<file path="src/rtl/tmr8_pkg.sv">
package tmr8_pkg;

    typedef enum logic {
        SRC_INT = 1'b0,
        SRC_EXT = 1'b1
    } tmr8_src_e;

    // Number of divider bits that must be all ones for a carry.
    function automatic int carry_bits(input int sel);
        return sel + 1;
    endfunction

endpackage

</file>
<file path="src/rtl/tmr8_phase.sv">
module tmr8_phase #(
    parameter int PH_W = 2
) (
    input  logic clk,
    input  logic rst_n,
    output logic tick_int,
    output logic samp_a,
    output logic samp_b
);
    localparam int NPH    = 1 << PH_W;
    localparam int PH_A   = NPH / 2 - 1;
    localparam int PH_B   = NPH - 1;

    typedef struct packed {
        logic [PH_W-1:0] ph;
    } ph_st_t;

    ph_st_t st_d, st_q;

    always_comb begin
        st_d    = st_q;
        st_d.ph = st_q.ph + PH_W'(1);
    end

    always_ff @(posedge clk or negedge rst_n) begin
        if (!rst_n) st_q <= '0;
        else        st_q <= st_d;
    end

    assign tick_int = (st_q.ph == PH_W'(PH_B));
    assign samp_a   = (st_q.ph == PH_W'(PH_A));
    assign samp_b   = (st_q.ph == PH_W'(PH_B));

    // the phase walks forward by one every clock
    a_r2_phase_step: assert property (@(posedge clk) disable iff (!rst_n)
        1'b1 |=> st_q.ph == $past(st_q.ph) + PH_W'(1));

endmodule

</file>
<file path="src/rtl/tmr8_edge_sync.sv">
module tmr8_edge_sync (
    input  logic clk,
    input  logic rst_n,
    input  logic ext_in,
    input  logic samp_a,
    input  logic samp_b,
    output logic ext_tick
);
    typedef struct packed {
        logic a;   // first sample, taken on phase A
        logic b;   // second sample, taken on phase B
    } sy_st_t;

    sy_st_t st_d, st_q;

    always_comb begin
        st_d = st_q;
        if (samp_a) st_d.a = ext_in;
        if (samp_b) st_d.b = st_q.a;
    end

    always_ff @(posedge clk or negedge rst_n) begin
        if (!rst_n) st_q <= '0;
        else        st_q <= st_d;
    end

    // A rising edge is a new high sample against the previous one.
    assign ext_tick = samp_b && st_q.a && !st_q.b;

    // one edge yields a single tick, never two in a row
    a_r9_tick_single: assert property (@(posedge clk) disable iff (!rst_n)
        ext_tick |=> !ext_tick);

    // after a tick the second stage holds the high level
    a_r9_stage_follows: assert property (@(posedge clk) disable iff (!rst_n)
        ext_tick |=> st_q.b);

endmodule

</file>
<file path="src/rtl/tmr8_prescale.sv">
module tmr8_prescale
    import tmr8_pkg::*;
#(
    parameter int SEL_W = 3
) (
    input  logic             clk,
    input  logic             rst_n,
    input  logic             tick_in,
    input  logic             bypass,
    input  logic [SEL_W-1:0] sel,
    input  logic             clr,
    input  logic             hold,
    output logic             inc_out
);
    localparam int PS_W = 1 << SEL_W;

    typedef struct packed {
        logic [PS_W-1:0] pre;
    } ps_st_t;

    ps_st_t          st_d, st_q;
    logic [PS_W-1:0] mask;
    logic            carry;

    always_comb begin
        for (int i = 0; i < PS_W; i++) begin
            mask[i] = (i < carry_bits(int'(sel)));
        end
    end

    assign carry = ((st_q.pre & mask) == mask);

    always_comb begin
        st_d = st_q;
        if (clr) begin
            st_d.pre = '0;
        end else if (tick_in && !bypass && !hold) begin
            st_d.pre = st_q.pre + PS_W'(1);
        end
    end

    always_ff @(posedge clk or negedge rst_n) begin
        if (!rst_n) st_q <= '0;
        else        st_q <= st_d;
    end

    always_comb begin
        if (hold)        inc_out = 1'b0;
        else if (bypass) inc_out = tick_in;
        else             inc_out = tick_in && carry;
    end

    // a count write leaves the divider at zero
    a_r4_pre_cleared: assert property (@(posedge clk) disable iff (!rst_n)
        clr |=> st_q.pre == '0);

    // sleep without a write keeps the divider where it was
    a_r10_pre_hold: assert property (@(posedge clk) disable iff (!rst_n)
        hold && !clr |=> st_q.pre == $past(st_q.pre));

endmodule

</file>
<file path="src/rtl/tmr8_core.sv">
module tmr8_core #(
    parameter int CNT_W = 8
) (
    input  logic             clk,
    input  logic             rst_n,
    input  logic             inc,
    input  logic             wr_en,
    input  logic [CNT_W-1:0] wr_data,
    input  logic             sleep,
    input  logic             flag_clr,
    input  logic             irq_en,
    output logic [CNT_W-1:0] cnt,
    output logic             flag,
    output logic             irq
);
    typedef struct packed {
        logic [CNT_W-1:0] cnt;
        logic             flag;
    } core_st_t;

    core_st_t st_d, st_q;
    logic     wrap;

    always_comb begin
        st_d = st_q;
        wrap = inc && !sleep && !wr_en && (st_q.cnt == '1);
        if (wr_en) begin
            st_d.cnt = wr_data;
        end else if (inc && !sleep) begin
            st_d.cnt = st_q.cnt + CNT_W'(1);
        end
        if (wrap) begin
            st_d.flag = 1'b1;
        end else if (flag_clr) begin
            st_d.flag = 1'b0;
        end
    end

    always_ff @(posedge clk or negedge rst_n) begin
        if (!rst_n) st_q <= '0;
        else        st_q <= st_d;
    end

    assign cnt  = st_q.cnt;
    assign flag = st_q.flag;
    assign irq  = st_q.flag && irq_en;

    // a write always determines the next count
    a_r8_write_loads: assert property (@(posedge clk) disable iff (!rst_n)
        wr_en |=> st_q.cnt == $past(wr_data));

    // the flag only falls after a clear strobe
    a_r6_flag_sticky: assert property (@(posedge clk) disable iff (!rst_n)
        st_q.flag && !flag_clr |=> st_q.flag);

    // a wrap from all ones raises the flag
    a_r5_wrap_sets: assert property (@(posedge clk) disable iff (!rst_n)
        inc && !sleep && !wr_en && st_q.cnt == '1 |=> st_q.flag && st_q.cnt == '0);

    // sleep holds the count and blocks a new flag
    a_r10_sleep_hold: assert property (@(posedge clk) disable iff (!rst_n)
        sleep && !wr_en |=> st_q.cnt == $past(st_q.cnt) && !$rose(st_q.flag));

endmodule

</file>
<file path="src/rtl/tick_timer8.sv">
module tick_timer8
    import tmr8_pkg::*;
#(
    parameter int CNT_W = 8,
    parameter int SEL_W = 3,
    parameter int PH_W  = 2
) (
    input  logic             clk,
    input  logic             rst_n,
    input  logic             cnt_wr_en,
    input  logic [CNT_W-1:0] cnt_wr_data,
    input  logic             ps_bypass,
    input  logic [SEL_W-1:0] ps_sel,
    input  logic             src_ext,
    input  logic             ext_in,
    input  logic             irq_en,
    input  logic             flag_clr,
    input  logic             sleep,
    output logic [CNT_W-1:0] cnt_q,
    output logic             ovf_flag,
    output logic             irq
);
    logic      tick_int, samp_a, samp_b, ext_tick;
    logic      src_tick, inc;
    tmr8_src_e src_mode;

    assign src_mode = tmr8_src_e'(src_ext);

    tmr8_phase #(.PH_W(PH_W)) u_phase (
        .clk      (clk),
        .rst_n    (rst_n),
        .tick_int (tick_int),
        .samp_a   (samp_a),
        .samp_b   (samp_b)
    );

    tmr8_edge_sync u_sync (
        .clk      (clk),
        .rst_n    (rst_n),
        .ext_in   (ext_in),
        .samp_a   (samp_a),
        .samp_b   (samp_b),
        .ext_tick (ext_tick)
    );

    always_comb begin
        case (src_mode)
            SRC_EXT: src_tick = ext_tick;
            default: src_tick = tick_int;
        endcase
    end

    tmr8_prescale #(.SEL_W(SEL_W)) u_pre (
        .clk     (clk),
        .rst_n   (rst_n),
        .tick_in (src_tick),
        .bypass  (ps_bypass),
        .sel     (ps_sel),
        .clr     (cnt_wr_en),
        .hold    (sleep),
        .inc_out (inc)
    );

    tmr8_core #(.CNT_W(CNT_W)) u_core (
        .clk      (clk),
        .rst_n    (rst_n),
        .inc      (inc),
        .wr_en    (cnt_wr_en),
        .wr_data  (cnt_wr_data),
        .sleep    (sleep),
        .flag_clr (flag_clr),
        .irq_en   (irq_en),
        .cnt      (cnt_q),
        .flag     (ovf_flag),
        .irq      (irq)
    );

    // the interrupt never fires while disabled
    a_r7_irq_masked: assert property (@(posedge clk) disable iff (!rst_n)
        !irq_en |-> !irq);

endmodule

</file>
<file path="config.mk">
export PLATFORM = sky130hd
export DESIGN_NAME = tick_timer8
export DESIGN_NICKNAME = d
export VERILOG_FILES = /design/src/rtl/tmr8_pkg.sv /design/src/rtl/tmr8_phase.sv /design/src/rtl/tmr8_edge_sync.sv /design/src/rtl/tmr8_prescale.sv /design/src/rtl/tmr8_core.sv /design/src/rtl/tick_timer8.sv
export SDC_FILE = /design/constraint.sdc
export NUM_CORES = 1
export LEC_CHECK = 0
export CAP_MARGIN = 20
export CORE_MARGIN = 2
export CORE_UTILIZATION = 44
export CTS_BUF_LIST = sky130_fd_sc_hd__clkbuf_16
export CTS_CLUSTER_DIAMETER = 80
export DETAILED_ROUTE_END_ITERATION = 16
export PLACE_DENSITY = 0.76
export SETUP_SLACK_MARGIN = 0.2
export SLEW_MARGIN = 10
export SYNTH_ARGS = -nofsm -noshare
export SYNTH_HDL_FRONTEND = slang
export SYNTH_SLANG_ARGS = --single-unit
</file>
<file path="constraint.sdc">
create_clock -name clk -period 2 [get_ports clk]
set_input_delay 0.4 -clock clk [delete_from_list [all_inputs] [get_ports clk]]
set_output_delay 0.4 -clock clk [all_outputs]
set_load 0.01 [all_outputs]
</file>
==> flow_metrics.py <==
metrics = {
    "layout": {
        "nets": 200,
        "final_common_cell": "clkdlybuf4s50_1",
        "final_layout_size_suffix_gt1_frac": 0.208,
        "diodes": 0,
        "fin_util": 0.658,
        "fin_cells": 204,
        "fillCellCount": 231,
        "final_cell_mix": "clkdlybuf4s50_1 (25), dfrtp_1 (21), nor2_1 (13), buf_4 (13), nand2_1 (11)",
        "syn_to_final_growth_pct": 42.8,
    },
    "route": {
        "remaining_drc_errors": 0,
        "routed_wl_mm": 2.96,
        "top_layer_used": "met4",
        "ant_nets": 0,
        "wl_met1_mm": 1.18,
        "wire_per_inst_um": 14.5,
        "drt_pass1_iterations": 4,
        "dr.first_iter.drc_count": 29,
        "routed-wl-met2_mm": 1.51,
        "vias": 1166,
        "route.met3.wl_um": 202,
        "viasPerCell": 5.72,
    },
    "logic_synthesis": {
        "yosys_warnings": 0,
        "synth.area.mux_share": 0.0258,
        "synth-simple-area-share": 0.276,
        "seq_area_frac_synth": 0.417,
        "avgSynthCellArea_um2": 9.62,
        "synth-seq-cells": 21,
        "synth.area.top_cells": "dfrtp_1 (42%), ha_1 (6.0%), nand4_1 (5.0%), xor2_1 (4.9%), nor2_1 (4.2%)",
        "synth_compound_area_frac": 0.136,
        "synthXorXnorAreaFrac": 0.0556,
        "synth_top_cell_by_area": "dfrtp_1",
        "syn-cell-area_um2": 1260,
        "synth_top_family_by_area": "simple AND/OR/NAND/NOR gates",
        "synth_edf_count": 0,
        "syn_inst": 131,
        "synth.net_count": 157,
        "ys_types": 39,
        "synthFlopType": "dfrtp_1",
        "synth_fa_ha_area_frac": 0.0596,
        "synth_top_area_frac": 0.417,
        "async_flop_share": 1.00,
    },
    "floorplan": {
        "pin_count": 30,
        "start_util": 0.461,
        "row_count": 19,
        "fp.dieArea_um2": 3310,
        "die-height_um": 57.5,
        "coreArea_um2": 2730,
        "die_w_um": 57.5,
    },
    "timing": {
        "tightest_slew_ns": 0.273,
        "fin_crit_sh": 0.979,
        "layout_setup_ws_ns": 0.0410,
        "relSlewSlack": 0.817,
        "min_period_ns": 1.96,
        "rsz0062_at_grt": "true",
        "hold_violations": 0,
        "setup_viol": 0,
        "fmax_ghz": 0.510,
        "setup_tns_ns": 0,
        "fin_skew_ns": 0.00307,
        "slew_viol_final": 0,
    },
    "pwr": {
        "power_density_nw_per_um2": 597,
        "p_leak_nw": 0.780,
        "power_mw": 1.08,
        "peakVddDrop_mv": 0.492,
    },
    "cts": {
        "clock_sinks": 21,
        "clk_pin_slew_ns": 0.06,
        "cts_tree": "yes",
        "root_buffer": "clkbuf_16",
        "cts_buffer_depth": 2,
        "cts_max_level": 1,
        "hold_buffers": 0,
        "cts_buffers": 3,
        "clk_latency_ns": 0.26,
    },
    "worst_setup_path": {
        "cp_max_fo": 6,
        "path_class": "primary input to register",
        "end_kind": "register",
        "worstPathRequired_ns": 2.14,
        "startpoint_type": "primary input",
        "worstPathArrival_ns": 2.10,
    },
    "global_routing": {
        "grt_pass1_wl_mm": 4.93,
        "grt_start_max_net_pins": 22,
        "grt_pass1_vias": 1127,
        "antenna_found_initial": 0,
        "grt_usage": 0.196,
        "grt-ovfl-total": 0,
    },
    "hold_path": {
        "hold_class": "register to register",
    },
    "status": {
        "run_status": "complete, no violations",
    },
    "placement": {
        "io_buffers": 29,
        "dp.cells": 199,
        "dp_slack_ns": -0.832,
        "routabilityCongestion": 0.909,
        "dpl.hpwl_mm": 2.25,
    },
    "job": {
        "maxCapViolations": 0,
    },
}
-- registers in the layout, indices dropped and copies added (netlist names) --
register,count
u_core.flag,1
u_pre.st_q,8
u_core.cnt,8
u_sync.st_q,2
u_phase.st_q,2
-- routing by layer --
layer / GRT usage / vias up
met2: 0.333 / 42
met4: 0.0963 / 0
li1: - / 559
met3: 0.0385 / 7
met5: 0 / -
met1: 0.234 / 558
-- critical path, cell delays in order --
cell and delay (ns):
buf_8 0.09, inv_8 0.03, ha_4 0.14, or2b_1 0.17
o221ai_2 0.09, or4_4 0.57, o21bai_4 0.23, nand2b_4 0.06
a221o_1 0.31
-- logic make-up (layout without fill, tap and decap cells) --
family | Yosys count | count (layout)
muxes | 3 | 3
adders and majority gates | 6 | 6
buffers and inverters | 10 | 52
AOI/OAI and AO/OA | 21 | 21
DFF | 21 | 21
xor gates and xnor gates | 8 | 8
and+or+nand+nor | 62 | 62
-- cells in the mapped netlist (2+ instances only) --
| cell | count |
|---|---|
| clkbuf_1 | 4 |
| nand4b_1 | 2 |
| nand2b_1 | 2 |
| nand3_1 | 6 |
| and2_1 | 2 |
| nor2b_1 | 3 |
| inv_1 | 5 |
| nand2_1 | 11 |
| xor2_1 | 7 |
| a31oi_1 | 3 |
| and3_1 | 4 |
| o211ai_1 | 3 |
| ha_1 | 6 |
| o21ai_0 | 4 |
| mux2_2 | 2 |
| nand4_1 | 10 |
| nor2_1 | 14 |
| a21oi_1 | 2 |
| dfrtp_1 | 21 |
-- area by class of cell --
class | instances | area, um^2 | area share
Multi-Input combinational cell | 100 | 733 | 0.408
Sequential cell | 21 | 526 | 0.292
Inverter | 6 | 30.0 | 0.0167
Tap cell | 31 | 38.8 | 0.0216
Clock buffer | 3 | 75.1 | 0.0417
Timing Repair Buffer | 42 | 392 | 0.218
Clock inverter | 1 | 5.00 | 0.00278
-- where the power goes --
part	total [mW]	switching (mW)	internal (mW)	leakage, nW
sequential	0.463	0.0201	0.442	0.267
clock	0.426	0.158	0.269	0.0409
combinational	0.186	0.0796	0.106	0.472
total	1.08	0.257	0.818	0.780
-- metrics by stage --
stage | cell area (um^2) | hold slack [ns]
global placement | 1690 | 0.448
detailed placement | 1690 | 0.467
floorplan | 1280 | 0.104
CTS | 1790 | 0.475
global route | 1800 | 0.494
finish | 1800 | 0.467
-- worst paths after layout --
check | slack (ns) | startpoint | cells after the start | end
min reg2reg | 0.47 | u_phase.st_q[0] | 1 | u_phase.st_q[0]
max | 0.04 | ps_sel[0] | 9 | u_core.cnt[7]
max in group asynchronous | 1.29 | rst_n | 2 | u_pre.st_q[0]
min in group asynchronous | 0.49 | rst_n | 2 | u_core.flag
max reg2reg | 0.11 | u_pre.st_q[0] | 5 | u_core.cnt[7]
min | 0.47 | u_phase.st_q[0] | 1 | u_phase.st_q[0]
-- repair_timing --
| action | 4_1_cts | 5_1_grt |
|---|---|---|
| endpoints found under the setup margin | 10 | 9 |
| pin swaps | 9 | 5 |
| buffers inserted | 1 | 0 |
| resized for setup | 19 | 1 |
Power figures use the tool's default switching activity.
